===== config.mk =====
export PLATFORM = sky130hd
export DESIGN_NAME = txt_bit_pacer
export DESIGN_NICKNAME = d
export VERILOG_FILES = /design/src/rtl/txt_pace_pkg.sv /design/src/rtl/txt_slot_timer.sv /design/src/rtl/txt_req_drive.sv /design/src/rtl/txt_capture.sv /design/src/rtl/txt_bit_pacer.sv
export SDC_FILE = /design/constraint.sdc
export NUM_CORES = 1
export LEC_CHECK = 0
export ABC_CLOCK_PERIOD_IN_PS = 9000
export BUFFER_PORTS_ARGS = -buffer_cell sky130_fd_sc_hd__buf_2
export CAP_MARGIN = 20
export CORE_MARGIN = 1.5
export CORE_UTILIZATION = 64
export DETAILED_ROUTE_END_ITERATION = 10
export PLACE_DENSITY_LB_ADDON = 0.1
export SLEW_MARGIN = 20
export SYNTH_ARGS = -nofsm -noshare
export SYNTH_HDL_FRONTEND = slang
export SYNTH_HIERARCHICAL = 1
export SYNTH_SLANG_ARGS = --single-unit

===== constraint.sdc =====
create_clock -name clk -period 9 [get_ports clk]
set_clock_uncertainty 0.15 [all_clocks]
set_input_delay 0.45 -clock clk [delete_from_list [all_inputs] [get_ports clk]]
set_output_delay 0.45 -clock clk [all_outputs]
set_load 0.01 [all_outputs]

===== src/rtl/txt_pace_pkg.sv =====
package txt_pace_pkg;

  // A slot is short when its 1-based position sits one past a multiple of
  // the stride, excluding the very first position of the group.
  function automatic bit slot_is_short(input int pos, input int stride);
    return (pos > 1) && ((pos % stride) == 1);
  endfunction

  function automatic int slot_clks(input int pos, input int stride,
                                   input int long_clks, input int short_clks);
    return slot_is_short(pos, stride) ? short_clks : long_clks;
  endfunction

  // High time of the bit-rate clock inside a slot, rounded down.
  function automatic int slot_high_clks(input int len);
    return len / 2;
  endfunction

  function automatic int group_clks(input int bits, input int stride,
                                    input int long_clks, input int short_clks);
    int sum = 0;
    for (int p = 1; p <= bits; p++) begin
      sum += slot_clks(p, stride, long_clks, short_clks);
    end
    return sum;
  endfunction

endpackage


===== src/rtl/txt_slot_timer.sv =====
module txt_slot_timer
  import txt_pace_pkg::*;
#(
  parameter int GROUP_BITS   = 37,
  parameter int SHORT_STRIDE = 9,
  parameter int LONG_CLKS    = 4,
  parameter int SHORT_CLKS   = 3,
  parameter int POS_W        = $clog2(GROUP_BITS + 1),
  parameter int CYC_W        = $clog2(LONG_CLKS)
) (
  input  logic             clk,
  input  logic             rst_n,
  input  logic             run,
  input  logic             restart,
  output logic [POS_W-1:0] pos,
  output logic             period_start,
  output logic             clock_hi
);

  logic [POS_W-1:0] pos_q;
  logic [CYC_W-1:0] cyc_q;
  int               cur_len;
  logic             at_last;
  logic             hold;

  always_comb begin
    cur_len      = slot_clks(int'(pos_q), SHORT_STRIDE, LONG_CLKS, SHORT_CLKS);
    at_last      = (int'(cyc_q) == cur_len - 1);
    hold         = !run || restart;
    period_start = !hold && (cyc_q == '0);
    clock_hi     = !hold && (int'(cyc_q) < slot_high_clks(cur_len));
  end

  always_ff @(posedge clk or negedge rst_n) begin
    if (!rst_n) begin
      pos_q <= POS_W'(1);
      cyc_q <= '0;
    end else if (hold) begin
      pos_q <= POS_W'(1);
      cyc_q <= '0;
    end else if (at_last) begin
      cyc_q <= '0;
      pos_q <= (int'(pos_q) == GROUP_BITS) ? POS_W'(1) : pos_q + POS_W'(1);
    end else begin
      cyc_q <= cyc_q + CYC_W'(1);
    end
  end

  assign pos = pos_q;

endmodule


===== src/rtl/txt_req_drive.sv =====
module txt_req_drive (
  input  logic clk,
  input  logic rst_n,
  input  logic clk_out_mode,
  input  logic period_start,
  input  logic clock_hi,
  output logic fetch_req
);

  always_ff @(posedge clk or negedge rst_n) begin
    if (!rst_n) begin
      fetch_req <= 1'b0;
    end else begin
      fetch_req <= clk_out_mode ? clock_hi : period_start;
    end
  end

endmodule


===== src/rtl/txt_capture.sv =====
module txt_capture #(
  parameter int SAMPLE_LAT = 2
) (
  input  logic clk,
  input  logic rst_n,
  input  logic run,
  input  logic restart,
  input  logic period_start,
  input  logic ser_din,
  output logic bit_vld,
  output logic bit_out
);

  logic [SAMPLE_LAT-1:0] pipe_q;
  logic                  take;

  assign take = pipe_q[SAMPLE_LAT-1] && run && !restart;

  always_ff @(posedge clk or negedge rst_n) begin
    if (!rst_n) begin
      pipe_q  <= '0;
      bit_vld <= 1'b0;
      bit_out <= 1'b0;
    end else begin
      if (!run || restart) begin
        pipe_q <= '0;
      end else begin
        pipe_q[0] <= period_start;
        for (int i = 1; i < SAMPLE_LAT; i++) begin
          pipe_q[i] <= pipe_q[i-1];
        end
      end
      bit_vld <= take;
      if (take) begin
        bit_out <= ser_din;
      end
    end
  end

endmodule


===== src/rtl/txt_bit_pacer.sv =====
module txt_bit_pacer #(
  parameter int GROUP_BITS   = 37,
  parameter int SHORT_STRIDE = 9,
  parameter int LONG_CLKS    = 4,
  parameter int SHORT_CLKS   = 3,
  parameter int SAMPLE_LAT   = 2
) (
  input  logic clk,
  input  logic rst_n,
  input  logic clk_out_mode,
  input  logic line_en,
  input  logic line_start,
  input  logic ser_din,
  output logic fetch_req,
  output logic bit_vld,
  output logic bit_out
);

  localparam int POS_W = $clog2(GROUP_BITS + 1);
  localparam int CYC_W = $clog2(LONG_CLKS);

  // Internal events brought out by name for the bound checker.
  logic [POS_W-1:0] slot_pos;
  logic             slot_start;
  logic             slot_hi;

  txt_slot_timer #(
    .GROUP_BITS  (GROUP_BITS),
    .SHORT_STRIDE(SHORT_STRIDE),
    .LONG_CLKS   (LONG_CLKS),
    .SHORT_CLKS  (SHORT_CLKS),
    .POS_W       (POS_W),
    .CYC_W       (CYC_W)
  ) u_timer (
    .clk         (clk),
    .rst_n       (rst_n),
    .run         (line_en),
    .restart     (line_start),
    .pos         (slot_pos),
    .period_start(slot_start),
    .clock_hi    (slot_hi)
  );

  txt_req_drive u_req (
    .clk         (clk),
    .rst_n       (rst_n),
    .clk_out_mode(clk_out_mode),
    .period_start(slot_start),
    .clock_hi    (slot_hi),
    .fetch_req   (fetch_req)
  );

  txt_capture #(
    .SAMPLE_LAT(SAMPLE_LAT)
  ) u_cap (
    .clk         (clk),
    .rst_n       (rst_n),
    .run         (line_en),
    .restart     (line_start),
    .period_start(slot_start),
    .ser_din     (ser_din),
    .bit_vld     (bit_vld),
    .bit_out     (bit_out)
  );

endmodule


== Word-level counts from Yosys, hierarchy flattened ==
Index checks and enable logic that the tools add are counted.

* Bits in registers: 13
* Latch bits: 0
* Memory bits (writable): 0
* ROM bits: 0
* Input bits: 6
* Logic and storage cells: 36
* Memories: 0

* Add/subtract/negate cells: 4
* $mul: 0
* Div/mod/pow operators: 1
* $lt $le $gt $ge: 2
* Eq/ne operators: 3
* Shift-type cells: 0
* Mux-type cells: 8
* Bitwise logic cells: 1
* Reduce and logical (&&, ||, !) cells: 11

{| class="wikitable"
|+ Operators by type and width
! cell !! count
|-
| $add 32x1->32 || 1
|-
| $eq 3x32->1 || 1
|-
| $eq 32x2->1 const B || 1
|-
| $lt 3x32->1 || 1
|-
| $mod 7x5->32 const B || 1
|-
| $sub 32x2->32 const B || 1
|-
| $mux 6 || 3
|-
| $add 6x1->6 const B || 1
|-
| $eq 6x6->1 const B || 1
|-
| $gt 6x1->1 const B || 1
|-
| $mux 2 || 3
|-
| $logic_and 1x1->1 || 5
|-
| $logic_not 1->1 || 3
|-
| $mux 3 || 1
|-
| $add 2x1->2 const B || 1
|-
| $logic_not 2->1 || 1
|-
| $reduce_bool 2->1 || 1
|-
| $and 1x1->1 const A || 1
|-
| $logic_or 1x1->1 || 1
|-
| $mux 1 || 1
|}

== Logic depth before layout (Yosys ltp) ==
Gate-level depths: netlist of run 1.

* Depth in word-level cells: 9
* Mapped depth: 19

== Hierarchy ==
Netlist of run 1, hierarchy kept.

{| class="wikitable"
|+ By module, submodules not included
! module !! times used !! cells each !! area an instance (µm²) !! seq. area each (µm²)
|-
| txt_slot_timer || 1 || 193 || 1582.8 || 201.4
|-
| txt_capture || 1 || 10 || 160.2 || 100.1
|-
| txt_req_drive || 1 || 2 || 40.0 || 25.0
|}

== Worst setup path after synthesis of run 1 ==
Ideal clock, no wire load.

* Path kind: reg2reg
* Start point: register u_timer.pos_q[3] (netlist: u_timer/pos[3])
* End point: register u_timer.pos_q[4] (netlist: u_timer/pos[4])
* Setup time: 95 ps
* Arrival: 4548 ps
* Required time: 8755 ps
* Slack: 4206 ps
* Cell stages (with the launch flop): 20
* Path buffers: 1
* Period minus slack after synthesis: 4794 ps
* Path through: dfrtp_1 > buf_2 > inv_1 > ha_1 > o31ai_4 > xnor2_1 > ha_1 > o31ai_1 > a21boi_2 > nor2_4 > xnor2_1 > ha_1 > a21boi_0 > mux2_2 > a211oi_4 > a311o_2 > o311ai_4 > nor3_4 > mux2_4 > o31ai_1

* Word-level cells in the longest chain between the ends: 7

{| class="wikitable"
|+ RTL lines
! what !! line !! text
|-
| start: declaration || txt_slot_timer.sv:20 || <nowiki>logic [POS_W-1:0] pos_q;</nowiki>
|-
| start signal: assignment || txt_slot_timer.sv:43 || <nowiki>pos_q <= (int'(pos_q) == GROUP_BITS) ? POS_W'(1) : pos_q + POS_W'(1);</nowiki>
|-
| $mod 7x5->32 || txt_pace_pkg.sv:6 || <nowiki>return (pos > 1) && ((pos % stride) == 1);</nowiki>
|-
| $eq 32x2->1 || txt_pace_pkg.sv:6 ||
|-
| $logic_and 1x1->1 || txt_pace_pkg.sv:6 ||
|-
| $mux 3 || txt_pace_pkg.sv:11 || <nowiki>return slot_is_short(pos, stride) ? short_clks : long_clks;</nowiki>
|-
| $sub 32x2->32 || txt_slot_timer.sv:28 || <nowiki>at_last = (int'(cyc_q) == cur_len - 1);</nowiki>
|-
| $eq 3x32->1 || txt_slot_timer.sv:28 ||
|-
| $reduce_bool 2->1 (no source line) || -- ||
|}

Parallel ways exist; a longest one is shown, timed or not. The select of a mux whose other input is x is not followed.
A chain may end at the register's enable or synchronous reset.

== Final worst setup path of run 1 ==
Same ends and word-level chain as after synthesis.

==> summary.md, run 1 <==
| Metric | Value |
|---|---|
| EDFF count, synth | `0` |
| Period minus WS final | `about 5.5 ns` |
| Antenna cells | `0` |
| RSZ-0062 raised after global routing | `false` |
| CP Data Arrival Time | `approximately 5.5 ns` |
| Layout cells sized above 1 | `0.204` |
| Clock transition at path regs | `approximately 0.08 ns` |
| Die Y | `around 56 um` |
| Yosys warns | `6` |
| Critical path capture point type | `flop` |
| Max-cap violation count | `0` |
| Final setup fails | `0` |
| GPL Wtd Cong | `~1` |
| CTS Buf Count | `3` |
| Mux contribution to synthesized area | `0.0807` |
| Uppermost routed layer | `met4` |
| Post-CTS Resized | `0` |
| Clock Tree Buf Depth | `2` |
| Total Wirelength | `between 4000 and 5000 um` |
| Metal-1 WL | `1900 um` |
| Ports | `9` |
| Die ar. | `0.00311 sq mm` |
| Fin Hold WS | `between 0.2 and 0.3 ns` |
| Post-CTS Setup Repair Bufs | `0` |
| XOR/XNOR Fraction of Synth Area | `0.0295` |
| Vias per cell | `just under 7` |
| Fin crit share | `0.607` |
| Pwr Density | `~58 mW/mm^2` |
| Largest family of logic cells by synthesized area | `compound AO/OA/AOI/OAI gates` |
| Setup tns final | `0 ns` |
| Area delta synth->final | `4.28%` |
| Fmax | `~180 MHz` |
| Rel. slew slack | `0.585` |
| Clk Latency, worst-skew pair | `0.28 ns` |
| Drt first pass iters | `4` |
| WL met2 | `approximately 1900 um` |
| Count of input and output buffers | `8` |
| Slew @ Worst Pin | `between 0.6 and 0.7 ns` |
| Crit-path max FO | `14` |
| Initial antenna violation count | `0` |
| Yosys cell types | `70` |
| Cts-stage hold buffer count | `1` |
| Cell mode on critical path | `ha_1` |
| Lkg Pwr | `0.852 nW` |
| Peak VDD IR | `0.110 mV` |
| Slowest CP cell | `dfrtp_1` |
| Ys async rst share | `1.00` |
| NumNets Final | `about 230` |
| Clock Power Share | `0.335` |
| Fill cells | `approximately 200` |
| Syn Std Cell Area | `0.00178 sq mm` |
| Die Span X | `approximately 56 um` |
| Slowest stage delay, CP | `around 0.67 ns` |
| CP Class | `flop to flop` |
| WP data required | `between 9 and 10 ns` |
| Switching share of power | `0.238` |
| DRC viols | `0` |
| Clock Sinks | `13` |
| Post-route ant nets | `0` |
| Core Area | `between 0.002 and 0.003 sq mm` |
| Internal power | `between 80 and 90 uW` |
| Register share of total power | `0.564` |
| Vias in the first global route | `1497` |
| Primary FF master, synth | `dfrtp_1` |
| Combinational power share | `0.101` |
| Adder-cell share of the synthesized area | `0.105` |
| Pin count of the biggest net entering global routing | `18` |
| Detailed placer's ending HPWL | `between 3000 and 4000 um` |
| Global-route wire length before repair | `approximately 7000 um` |
| Reg2Reg Launch Point | `u_timer/pos[3]` |
| GR Overflow Total | `0` |
| Post-synthesis compound-gate area fraction | `0.300` |
| CTS tree | `yes` |
| Initial DRC count | `about 120` |
| # H-tree levels | `1` |
| Final hold violation count | `0` |
| Flops & latches, synth | `13` |
| Crit path cell chain | `inv_1 > ha_1 > o31ai_4 > xnor2_1 > ha_1 > o31ai_1 > a21boi_2 > nor2_4 > xnor2_1 > ha_1 > a21boi_0 > mux2_2 > a211oi_4 > a311o_2 > o311ai_4 > nor3_4 > mux2_4 > o31ai_1` |
| CTS root buf | `clkbuf_4` |
| DR vias | `around 1600` |
| Post-synthesis sequential area ratio | `0.183` |
| Floorplan row count | `18` |
| GRT Total Usage | `0.280` |
| Wire per inst | `roughly 17 um` |
| CP delay by family, top | `compound AO/OA/AOI/OAI gates` |
| Gate Count Post-Synth | `around 210` |
| Status | `complete, no violations` |
| Max-slew violations | `0` |
| Post-Synth Simple-Gate Area | `0.264` |
| Starting Density | `0.694` |
| WL met3 | `roughly 350 um` |
| Hold Crit Class | `input port to flop` |
| CP startpoint | `u_timer/pos[3]` |
| CP bufs+invs | `1` |
| Hold wc startpoint | `ser_din` |
| Synthesized area per cell | `8.70 sq um` |
| Post-Syn Nets | `~230` |
| Startpoint Class | `flop` |
| Switching Power | `about 26 uW` |
==> cells in the mapped netlist (3+ instances only) <==
cell,instances,share of area
and2_1,7,0.025
inv_1,8,0.017
o211a_1,3,0.017
nand2_1,19,0.040
mux2_4,3,0.025
o31ai_1,4,0.017
mux2_2,6,0.038
nand2b_1,3,0.011
o21ai_0,9,0.025
buf_2,3,0.0084
ha_1,15,0.11
nor2_1,13,0.027
and3_1,3,0.011
or3_1,4,0.014
nor3_1,3,0.0084
a211oi_1,3,0.013
nand3_1,4,0.011
clkbuf_1,3,0.0063
a21oi_2,4,0.020
o21a_1,3,0.013
xnor2_1,6,0.029
dfrtp_1,12,0.17
a21oi_1,9,0.025
==> worst reg2reg max path, cell delays in order (launching register included) <==
cell and delay (ns):
dfrtp_1 0.67, inv_1 0.18, ha_1 0.33, o31ai_4 0.38
xnor2_1 0.29, ha_1 0.24, o31ai_1 0.10, a21boi_2 0.38
nor2_4 0.13, xnor2_1 0.22, ha_1 0.27, a21boi_0 0.10
mux2_2 0.32, a211oi_4 0.26, a311o_2 0.23, o311ai_4 0.11
nor3_4 0.37, mux2_4 0.39, o31ai_1 0.23
==> sequential cells by signal, summed over array words and instances, names as in the netlist <==
signal	count
u_req/fetch_req	1
u_cap/pipe_q	2
u_cap/bit_vld	1
u_timer/cyc_q	2
u_cap/bit_out	1
u_timer/pos	6
==> power by group through the flow <==
stage | combinational (mW) | clock, mW | sequential, mW
3_5_place_dp | 0.0104 | 0 | 0.0616
2_1_floorplan | 0.00561 | 0 | 0.0618
4_1_cts | 0.0108 | 0.0372 | 0.0604
6_report | 0.0108 | 0.0359 | 0.0604
3_3_place_gp | 0.00987 | 0 | 0.0615
5_1_grt | 0.0121 | 0.0401 | 0.0606
==> placed cells by master (no fill, tap or decap), types with 3 or more instances in the layout <==
cell      count
dfrtp_1      12
nor2_1       13
and2_1        7
nand2_1      19
o21ai_0       9
nor3_1        3
mux2_4        3
ha_1         15
xnor2_1       6
a211oi_1      3
o21a_1        3
clkbuf_4      3
buf_2         8
o31ai_1       4
nand2b_1      3
a21oi_2       4
o211a_1       3
mux2_2        6
nand3_1       4
and3_1        3
a21oi_1       9
inv_1         8
or3_1         4
==> layer usage <==
metal | up-vias | GRT usage
met2 | 71 | 0.439
li1 | 790 | -
met1 | 757 | 0.404
met5 | - | 0
met4 | 0 | 0.0383
met3 | 2 | 0.0628
==> path summary, 6_finish.rpt <==
kind / end / slack (ns) / cells past startpoint
max: u_timer/pos[4] / 3.54 / 18
max in group asynchronous: u_timer/pos[0] / 7.97 / 2
min reg2reg: u_cap/pipe_q[1] / 0.31 / 1
max reg2reg: u_timer/pos[4] / 3.54 / 18
min in group asynchronous: u_cap/pipe_q[0] / 0.43 / 2
min: u_cap/bit_out / 0.25 / 2
==> final cells by class <==
| type | instances | area (sq um) | share of cell area |
|---|---|---|---|
| well taps | 30 | 37.5 | 0.0202 |
| repair buffers | 9 | 50.0 | 0.0269 |
| clock buffers | 4 | 26.3 | 0.0141 |
| inverters | 8 | 30.0 | 0.0162 |
| multi-input cells | 177 | 1390 | 0.747 |
| flip-flops and latches | 13 | 327 | 0.176 |
==> metrics by stage <==
stage	setup slack, ns	instances	power, mW	instance area [sq um]	utilization
after floorplan	4.21	205	0.0674	1780	-
after CTS	3.63	241	0.108	1860	0.724
after global routing	3.19	241	0.113	1860	0.724
final	3.54	241	0.107	1860	0.724
after global placement	3.88	236	0.0714	1820	0.710
after detailed placement	3.68	236	0.0720	1820	0.710
==> logic make-up (layout without fill, tap and decap cells) <==
kind of cell | count (synthesis) | after routing
buffers and inverters | 15 | 21
muxes | 12 | 12
and+or+nand+nor | 80 | 80
AOI/OAI and AO/OA | 64 | 64
DFF | 13 | 13
xor gates and xnor gates | 6 | 6
adders and majority gates | 15 | 15
(Power assumes the default switching activity.)
==> inputs of run 2 (changes only) <==
--- a/config.mk
+++ b/config.mk
@@ -5,11 +5,11 @@
 export SDC_FILE = /design/constraint.sdc
 export NUM_CORES = 1
 export LEC_CHECK = 0
-export ABC_CLOCK_PERIOD_IN_PS = 9000
+export ABC_CLOCK_PERIOD_IN_PS = 5450
 export BUFFER_PORTS_ARGS = -buffer_cell sky130_fd_sc_hd__buf_2
 export CAP_MARGIN = 20
 export CORE_MARGIN = 1.5
-export CORE_UTILIZATION = 64
+export CORE_UTILIZATION = 62
 export DETAILED_ROUTE_END_ITERATION = 10
 export PLACE_DENSITY_LB_ADDON = 0.1
 export SLEW_MARGIN = 20
==> constraint.sdc (replaced) <==
create_clock -name clk -period 5.45 [get_ports clk]
set_clock_uncertainty 0.15 [all_clocks]
set_input_delay 0.2725 -clock clk [delete_from_list [all_inputs] [get_ports clk]]
set_output_delay 0.2725 -clock clk [all_outputs]
set_load 0.01 [all_outputs]
==> summary.md, run 2 (synthesis results as in run 1) <==
| Metric | Value |
|---|---|
| Status | `complete, no violations (unchanged)` |
| Commonest non-fill, non-tap cell in the layout | `nand2_1 (unchanged)` |
| DR vias | `1634 (was 1620)` |
| Most frequent cells in the layout | `nand2_1, ha_1, nor2_1 (unchanged)` |
| Antenna cells | `0 (unchanged)` |
| Final setup fails | `0 (unchanged)` |
| Startpoint Class | `flop (unchanged)` |
| Slew @ Worst Pin | `0.709 ns (was 0.622 ns)` |
| Post-route ant nets | `0 (unchanged)` |
| GPL Wtd Cong | `0.947 (was 0.979)` |
| Detailed placer's ending HPWL | `3310 um (was 3190 um)` |
| Clock Sinks | `13 (unchanged)` |
| CP Data Arrival Time | `5.10 ns (was 5.49 ns)` |
| CP startpoint | `u_timer/pos[2] (was u_timer/pos[3])` |
| NumNets Final | `236 (was 233)` |
| Critical path capture point type | `flop (unchanged)` |
| Pin count of the biggest net entering global routing | `18 (unchanged)` |
| Period minus WS final | `5.05 ns (was 5.46 ns)` |
| Peak VDD IR | `0.213 mV (was 0.110 mV)` |
| Count of input and output buffers | `8 (unchanged)` |
| Fin crit share | `0.927 (was 0.607)` |
| Die Y | `56.6 um (was 55.8 um)` |
| Max-slew violations | `0 (unchanged)` |
| Fin area | `0.00188 sq mm (was 0.00186 sq mm)` |
| Max FFs per register | `6 (unchanged)` |
| Global-route wire length before repair | `7750 um (was 7020 um)` |
| Layout cells sized above 1 | `0.215 (was 0.204)` |
| Crit-path max FO | `12 (was 14)` |
| Wire per inst | `18.0 um (was 17.2 um)` |
| Rel. slew slack | `0.526 (was 0.585)` |
| Total Wirelength | `4400 um (was 4150 um)` |
| RSZ-0062 raised after global routing | `false (unchanged)` |
| CTS Buf Count | `3 (unchanged)` |
| Initial antenna violation count | `0 (unchanged)` |
| Clk Latency, worst-skew pair | `0.28 ns (about the same)` |
| # H-tree levels | `1 (unchanged)` |
| Pwr Density | `93.7 mW/mm^2 (was 57.6 mW/mm^2)` |
| Hold Crit Class | `input port to flop (unchanged)` |
| Drt first pass iters | `5 (was 4)` |
| Starting Density | `0.652 (was 0.694)` |
| CP Class | `flop to flop (unchanged)` |
| WP data required | `5.49 ns (was 9.03 ns)` |
| GR Overflow Total | `0 (unchanged)` |
| Reg2Reg Launch Point | `u_timer/pos[2] (was u_timer/pos[3])` |
| Final hold violation count | `0 (unchanged)` |
| Clock transition at path regs | `0.07 ns (was 0.08 ns)` |
| Ports | `9 (unchanged)` |
| Lkg Pwr | `0.868 nW (was 0.852 nW)` |
| Area delta synth->final | `5.61% (was 4.28%)` |
| Fmax | `198 MHz (was 183 MHz)` |
| Clock Tree Buf Depth | `2 (unchanged)` |
| CTS tree | `yes (unchanged)` |
| Hold wc startpoint | `ser_din (unchanged)` |
| DP Area | `0.00183 sq mm (was 0.00182 sq mm)` |
| CTS root buf | `clkbuf_4 (unchanged)` |
| Core Area | `0.00273 sq mm (was 0.00257 sq mm)` |
| Post-CTS Resized | `0 (unchanged)` |
| Initial DRC count | `154 (was 119)` |
| Vias in the first global route | `1571 (was 1497)` |
| Max-cap violation count | `0 (unchanged)` |
| DRC viols | `0 (unchanged)` |
| Vias per cell | `6.67 (was 6.72)` |
| Setup tns final | `0 ns (unchanged)` |
| Die Span X | `56.6 um (was 55.8 um)` |
| Floorplan row count | `19 (was 18)` |
| Die ar. | `0.00321 sq mm (was 0.00311 sq mm)` |
| GRT Total Usage | `0.312 (was 0.280)` |
[run 2: cell count changes in the layout (fill, tap and decap cells not counted)]
cell | before | now
buf_4 | 0 | 3
[run 2: worst max-delay path, cell delays in order (launching register included)]
cell	delay (ns)
dfrtp_1	0.51
ha_1	0.37
o31ai_4	0.41
xnor2_1	0.29
ha_1	0.23
o31ai_1	0.12
a21boi_2	0.27
nor2_4	0.11
xnor2_1	0.20
ha_1	0.26
a21boi_0	0.10
mux2_2	0.32
a211oi_4	0.28
a311o_2	0.24
o311ai_4	0.11
nor3_4	0.37
mux2_4	0.39
o31ai_1	0.22
[run 2: through the flow]
step | hold slack [ns] | setup WS, ns | util | power, mW | std cells
global route | 0.0560 | 0.0499 | 0.689 | 0.187 | 245
detailed placement | 0.0232 | 0.357 | 0.670 | 0.119 | 238
global placement | 0.0157 | 0.566 | 0.670 | 0.118 | 238
finish | 0.0714 | 0.395 | 0.689 | 0.177 | 245
CTS | 0.0627 | 0.330 | 0.683 | 0.180 | 243
floorplan | -0.173 | 0.656 | - | 0.111 | 205
[run 2: routing by layer]
| layer | vias up | global-route usage | wire length, um | part of all wire |
|---|---|---|---|---|
| li1 | 798 | - | - | - |
| met1 | 781 | 0.454 | 2130 | 0.48 |
| met2 | 46 | 0.482 | 2060 | 0.47 |
| met3 | 9 | 0.0507 | 156 | 0.035 |
| met4 | 0 | 0.0782 | 60 | 0.014 |
| met5 | - | 0 | 0 | 0 |
[run 2: final cells by class]
cell class	instances	area, sq um
Fill cell	239	851
Inverter	8	30.0
Multi-Input combinational cell	177	1390
Timing Repair Buffer	12	72.6
Clock buffer	4	26.3
Tap cell	31	38.8
Sequential cell	13	327
[run 2: timing repair]
item / 4_1_cts / 5_1_grt
setup endpoints to repair: 0 / 6
setup buffers: 0 / 2
endpoints found under the hold margin: 13 / 0
hold buffers: 1 / 0
[run 2: final timing paths]
path / end / slack (ns) / cells after the start
max: u_timer/pos[4] / 0.40 / 17
max in group asynchronous: u_timer/pos[0] / 4.63 / 2
min in group asynchronous: u_timer/cyc_q[0] / 0.25 / 2
min: u_cap/bit_out / 0.07 / 2
max reg2reg: u_timer/pos[4] / 0.40 / 17
min reg2reg: u_cap/pipe_q[1] / 0.32 / 1
[run 2: where the power goes]
group	internal, mW	total, mW	leakage (nW)	switching, mW
clock	0.0285	0.0593	0.0150	0.0308
sequential	0.0985	0.0998	0.176	0.00133
combinational	0.00776	0.0174	0.678	0.00966
==> inputs of run 3 (changes only) <==
--- a/config.mk
+++ b/config.mk
@@ -5,13 +5,15 @@
 export SDC_FILE = /design/constraint.sdc
 export NUM_CORES = 1
 export LEC_CHECK = 0
+export ABC_AREA = 1
 export ABC_CLOCK_PERIOD_IN_PS = 5450
 export BUFFER_PORTS_ARGS = -buffer_cell sky130_fd_sc_hd__buf_2
 export CAP_MARGIN = 20
-export CORE_MARGIN = 1.5
+export CORE_MARGIN = 5
 export CORE_UTILIZATION = 62
 export DETAILED_ROUTE_END_ITERATION = 10
 export PLACE_DENSITY_LB_ADDON = 0.1
+export SETUP_SLACK_MARGIN = 0.5
 export SLEW_MARGIN = 20
 export SYNTH_ARGS = -nofsm -noshare
 export SYNTH_HDL_FRONTEND = slang
==> summary.md, run 3 <==
| Metric | Value |
|---|---|
| Wire per inst | `11.7 um (was 18.0 um)` |
| CTS root buf | `clkbuf_4 (unchanged)` |
| Count of input and output buffers | `8 (unchanged)` |
| Period minus WS final | `4.13 ns (was 5.05 ns)` |
| GRT Total Usage | `0.199 (was 0.312)` |
| Most frequent cells in the layout | `nand2_1, inv_1, nand3_1 (was nand2_1, ha_1, nor2_1)` |
| Startpoint Class | `flop (unchanged)` |
| DRC viols | `0 (unchanged)` |
| Primary FF master, synth | `dfrtp_1 (unchanged)` |
| WP data required | `5.46 ns (was 5.49 ns)` |
| RR Endpoint | `u_timer/pos[5] (was u_timer/pos[4])` |
| Post-synthesis sequential area ratio | `0.183 (about the same)` |
| Initial antenna violation count | `0 (unchanged)` |
| Yosys warns | `6 (unchanged)` |
| Total Wirelength | `3730 um (was 4400 um)` |
| Reg2Reg Launch Point | `u_timer/pos[3] (was u_timer/pos[2])` |
| Vias per cell | `5.30 (was 6.67)` |
| Yosys cell types | `30 (was 70)` |
| Cell taking the most area after synthesis | `nand2_1 (was dfrtp_1)` |
| CTS tree | `yes (unchanged)` |
| Clock Sinks | `13 (unchanged)` |
| DR vias | `1692 (was 1634)` |
| Fin crit share | `0.758 (was 0.927)` |
| Flops & latches, synth | `13 (unchanged)` |
| Status | `complete, no violations (unchanged)` |
| CP Data Arrival Time | `4.14 ns (was 5.10 ns)` |
| Peak VDD IR | `0.161 mV (was 0.213 mV)` |
| Ys async rst share | `1.00 (unchanged)` |
| Vias in the first global route | `1594 (was 1571)` |
| Core Area | `0.00276 sq mm (was 0.00273 sq mm)` |
| Max-cap violation count | `0 (unchanged)` |
| Commonest non-fill, non-tap cell in the layout | `nand2_1 (unchanged)` |
| Max-slew violations | `0 (unchanged)` |
| Cell mode on critical path | `nand2_1 (was ha_1)` |
| Post-route ant nets | `0 (unchanged)` |
| Slowest CP cell | `dfrtp_1 (unchanged)` |
| Layout cells sized above 1 | `0.167 (was 0.215)` |
| GR Overflow Total | `0 (unchanged)` |
| Total power | `226 uW (was 177 uW)` |
| Die ar. | `0.00406 sq mm (was 0.00321 sq mm)` |
| Clock Tree Buf Depth | `2 (unchanged)` |
| Die Span X | `63.7 um (was 56.6 um)` |
| # H-tree levels | `1 (unchanged)` |
| Setup tns final | `0 ns (unchanged)` |
| Clock transition at path regs | `0.07 ns (about the same)` |
| Global-route wire length before repair | `6790 um (was 7750 um)` |
| Fmax | `242 MHz (was 198 MHz)` |
| Area delta synth->final | `4.76% (was 5.61%)` |
| Hold Crit Class | `input port to flop (unchanged)` |
| Rel. slew slack | `0.570 (was 0.526)` |
| Antenna cells | `0 (unchanged)` |
| Slowest stage delay, CP | `0.46 ns (was 0.51 ns)` |
| Pin count of the biggest net entering global routing | `15 (was 18)` |
| Syn Std Cell Area | `0.00179 sq mm (was 0.00178 sq mm)` |
| Slack of the critical path | `1.32 ns (was 0.395 ns)` |
| CP startpoint | `u_timer/pos[3] (was u_timer/pos[2])` |
| Crit-path max FO | `11 (was 12)` |
| Starting Density | `0.648 (was 0.652)` |
| Hold Path Depth | `3 (was 2)` |
| Gate Count Post-Synth | `278 (was 205)` |
| Fill cells | `258 (was 239)` |
| Commonest cells in the netlist | `nand2_1, inv_1, nand3_1 (was nand2_1, ha_1, nor2_1)` |
| Fin util | `0.679 (was 0.689)` |
| Post-Syn Nets | `299 (was 226)` |
| Post-CTS Resized | `0 (unchanged)` |
| NumNets Final | `310 (was 236)` |
| Synthesized area per cell | `6.43 sq um (was 8.70 sq um)` |
| CP endpoint | `u_timer/pos[5] (was u_timer/pos[4])` |
| Max FFs per register | `6 (unchanged)` |
| Critical path capture point type | `flop (unchanged)` |
| RSZ-0062 raised after global routing | `false (unchanged)` |
| R2R cell count | `27 (was 17)` |
| GPL Wtd Cong | `0.872 (was 0.947)` |
| Initial DRC count | `86 (was 154)` |
| Final setup fails | `0 (unchanged)` |
| Fin Hold WS | `0.0695 ns (was 0.0714 ns)` |
| Drt first pass iters | `4 (was 5)` |
| Slew @ Worst Pin | `0.642 ns (was 0.709 ns)` |
| R2R setup slack | `1.32 ns (was 0.40 ns)` |
| Ports | `9 (unchanged)` |
| EDFF count, synth | `0 (unchanged)` |
| Most common cell in the netlist | `nand2_1 (unchanged)` |
| Clk Latency, worst-skew pair | `0.27 ns (was 0.28 ns)` |
| Lkg Pwr | `1.17 nW (was 0.868 nW)` |
| Area of the multi-input gates | `0.00127 sq mm (was 0.00139 sq mm)` |
| Final hold violation count | `0 (unchanged)` |
| Synth top area share | `0.187 (was 0.168)` |
| Die Y | `63.7 um (was 56.6 um)` |
| CTS Buf Count | `3 (unchanged)` |
| Top cells by area, synth | `nand2_1, dfrtp_1, ha_1 (was dfrtp_1, ha_1, nand2_1)` |
| Floorplan row count | `19 (unchanged)` |
| CP Class | `flop to flop (unchanged)` |
| Pwr Density | `121 mW/mm^2 (was 93.7 mW/mm^2)` |
| Detailed placer's ending HPWL | `3050 um (was 3310 um)` |
| Reg area | `327 sq um (unchanged)` |
| Post-Place Setup Slack | `1.35 ns (was 0.357 ns)` |
-- run 3: cell count changes after synthesis, sizes merged, moves of 7 or more --
cell,previous run,this run
o21ai,11,4
and2,7,0
mux2,10,0
nand2,19,103
nand3,4,37
nand4,2,9
inv,8,43
xor2,0,7
nor2,15,31
a21oi,13,4
-- run 3: through the flow --
stage,cells,instance area [sq um]
6_report,319,1870
5_1_grt,319,1870
4_1_cts,319,1870
3_5_place_dp,314,1840
3_3_place_gp,314,1840
2_1_floorplan,278,1790
-- run 3: logic make-up (layout without fill, tap and decap cells) --
group / Yosys count / after routing / synth area share
buf+inv: 46 / 56 / 0.107
xor+xnor: 8 / 8 / 0.0392
compound gates: 11 / 11 / 0.0427
fa+ha+maj: 15 / 15 / 0.105
flops: 13 / 13 / 0.183
simple gates: 185 / 185 / 0.523
-- run 3: area by class of cell --
cell class	instances	area share
tap	31	0.0207
inverter	43	0.0862
sequential	13	0.174
multi-input combinational	219	0.678
timing repair buffer	9	0.0267
clock buffer	4	0.0140
-- run 3: how the worst min path moves through the flow --
stage,start,to
floorplan,rst_n,u_cap/bit_out
global placement,rst_n,u_cap/pipe_q[1]
detailed placement,rst_n,u_cap/pipe_q[1]
CTS,clk_out_mode,u_req/fetch_req
global route,clk_out_mode,u_req/fetch_req
finish,clk_out_mode,u_req/fetch_req
-- run 3: critical path, delay by kind of cell (launching register included) --
family,cells,cell delay [ns]
buffers and inverters,2,0.25
adders and majority gates,3,0.65
and+or+nand+nor,22,2.53
DFF,1,0.46
-- run 3: what timing repair did --
| action | CTS | global route |
|---|---|---|
| endpoints found under the hold margin | 13 | 0 |
| setup buffers | 0 | 0 |
| hold buffers | 1 | 0 |
-- run 3: routing by layer --
layer | vias up | part of all wire | routed length [um] | global-route usage
li1 | 893 | - | - | -
met1 | 780 | 0.46 | 1710 | 0.251
met2 | 15 | 0.52 | 1940 | 0.359
met3 | 4 | 0.013 | 48 | 0.00710
met4 | 0 | 0.0072 | 27 | 0.0675
met5 | - | 0 | 0 | 0
-- run 3: power breakdown --
part / switching, mW / internal, mW / leakage (nW) / total (mW)
Sequential: 0.00530 / 0.101 / 0.175 / 0.106
Combinational: 0.0399 / 0.0228 / 0.976 / 0.0627
Clock: 0.0286 / 0.0283 / 0.0150 / 0.0569
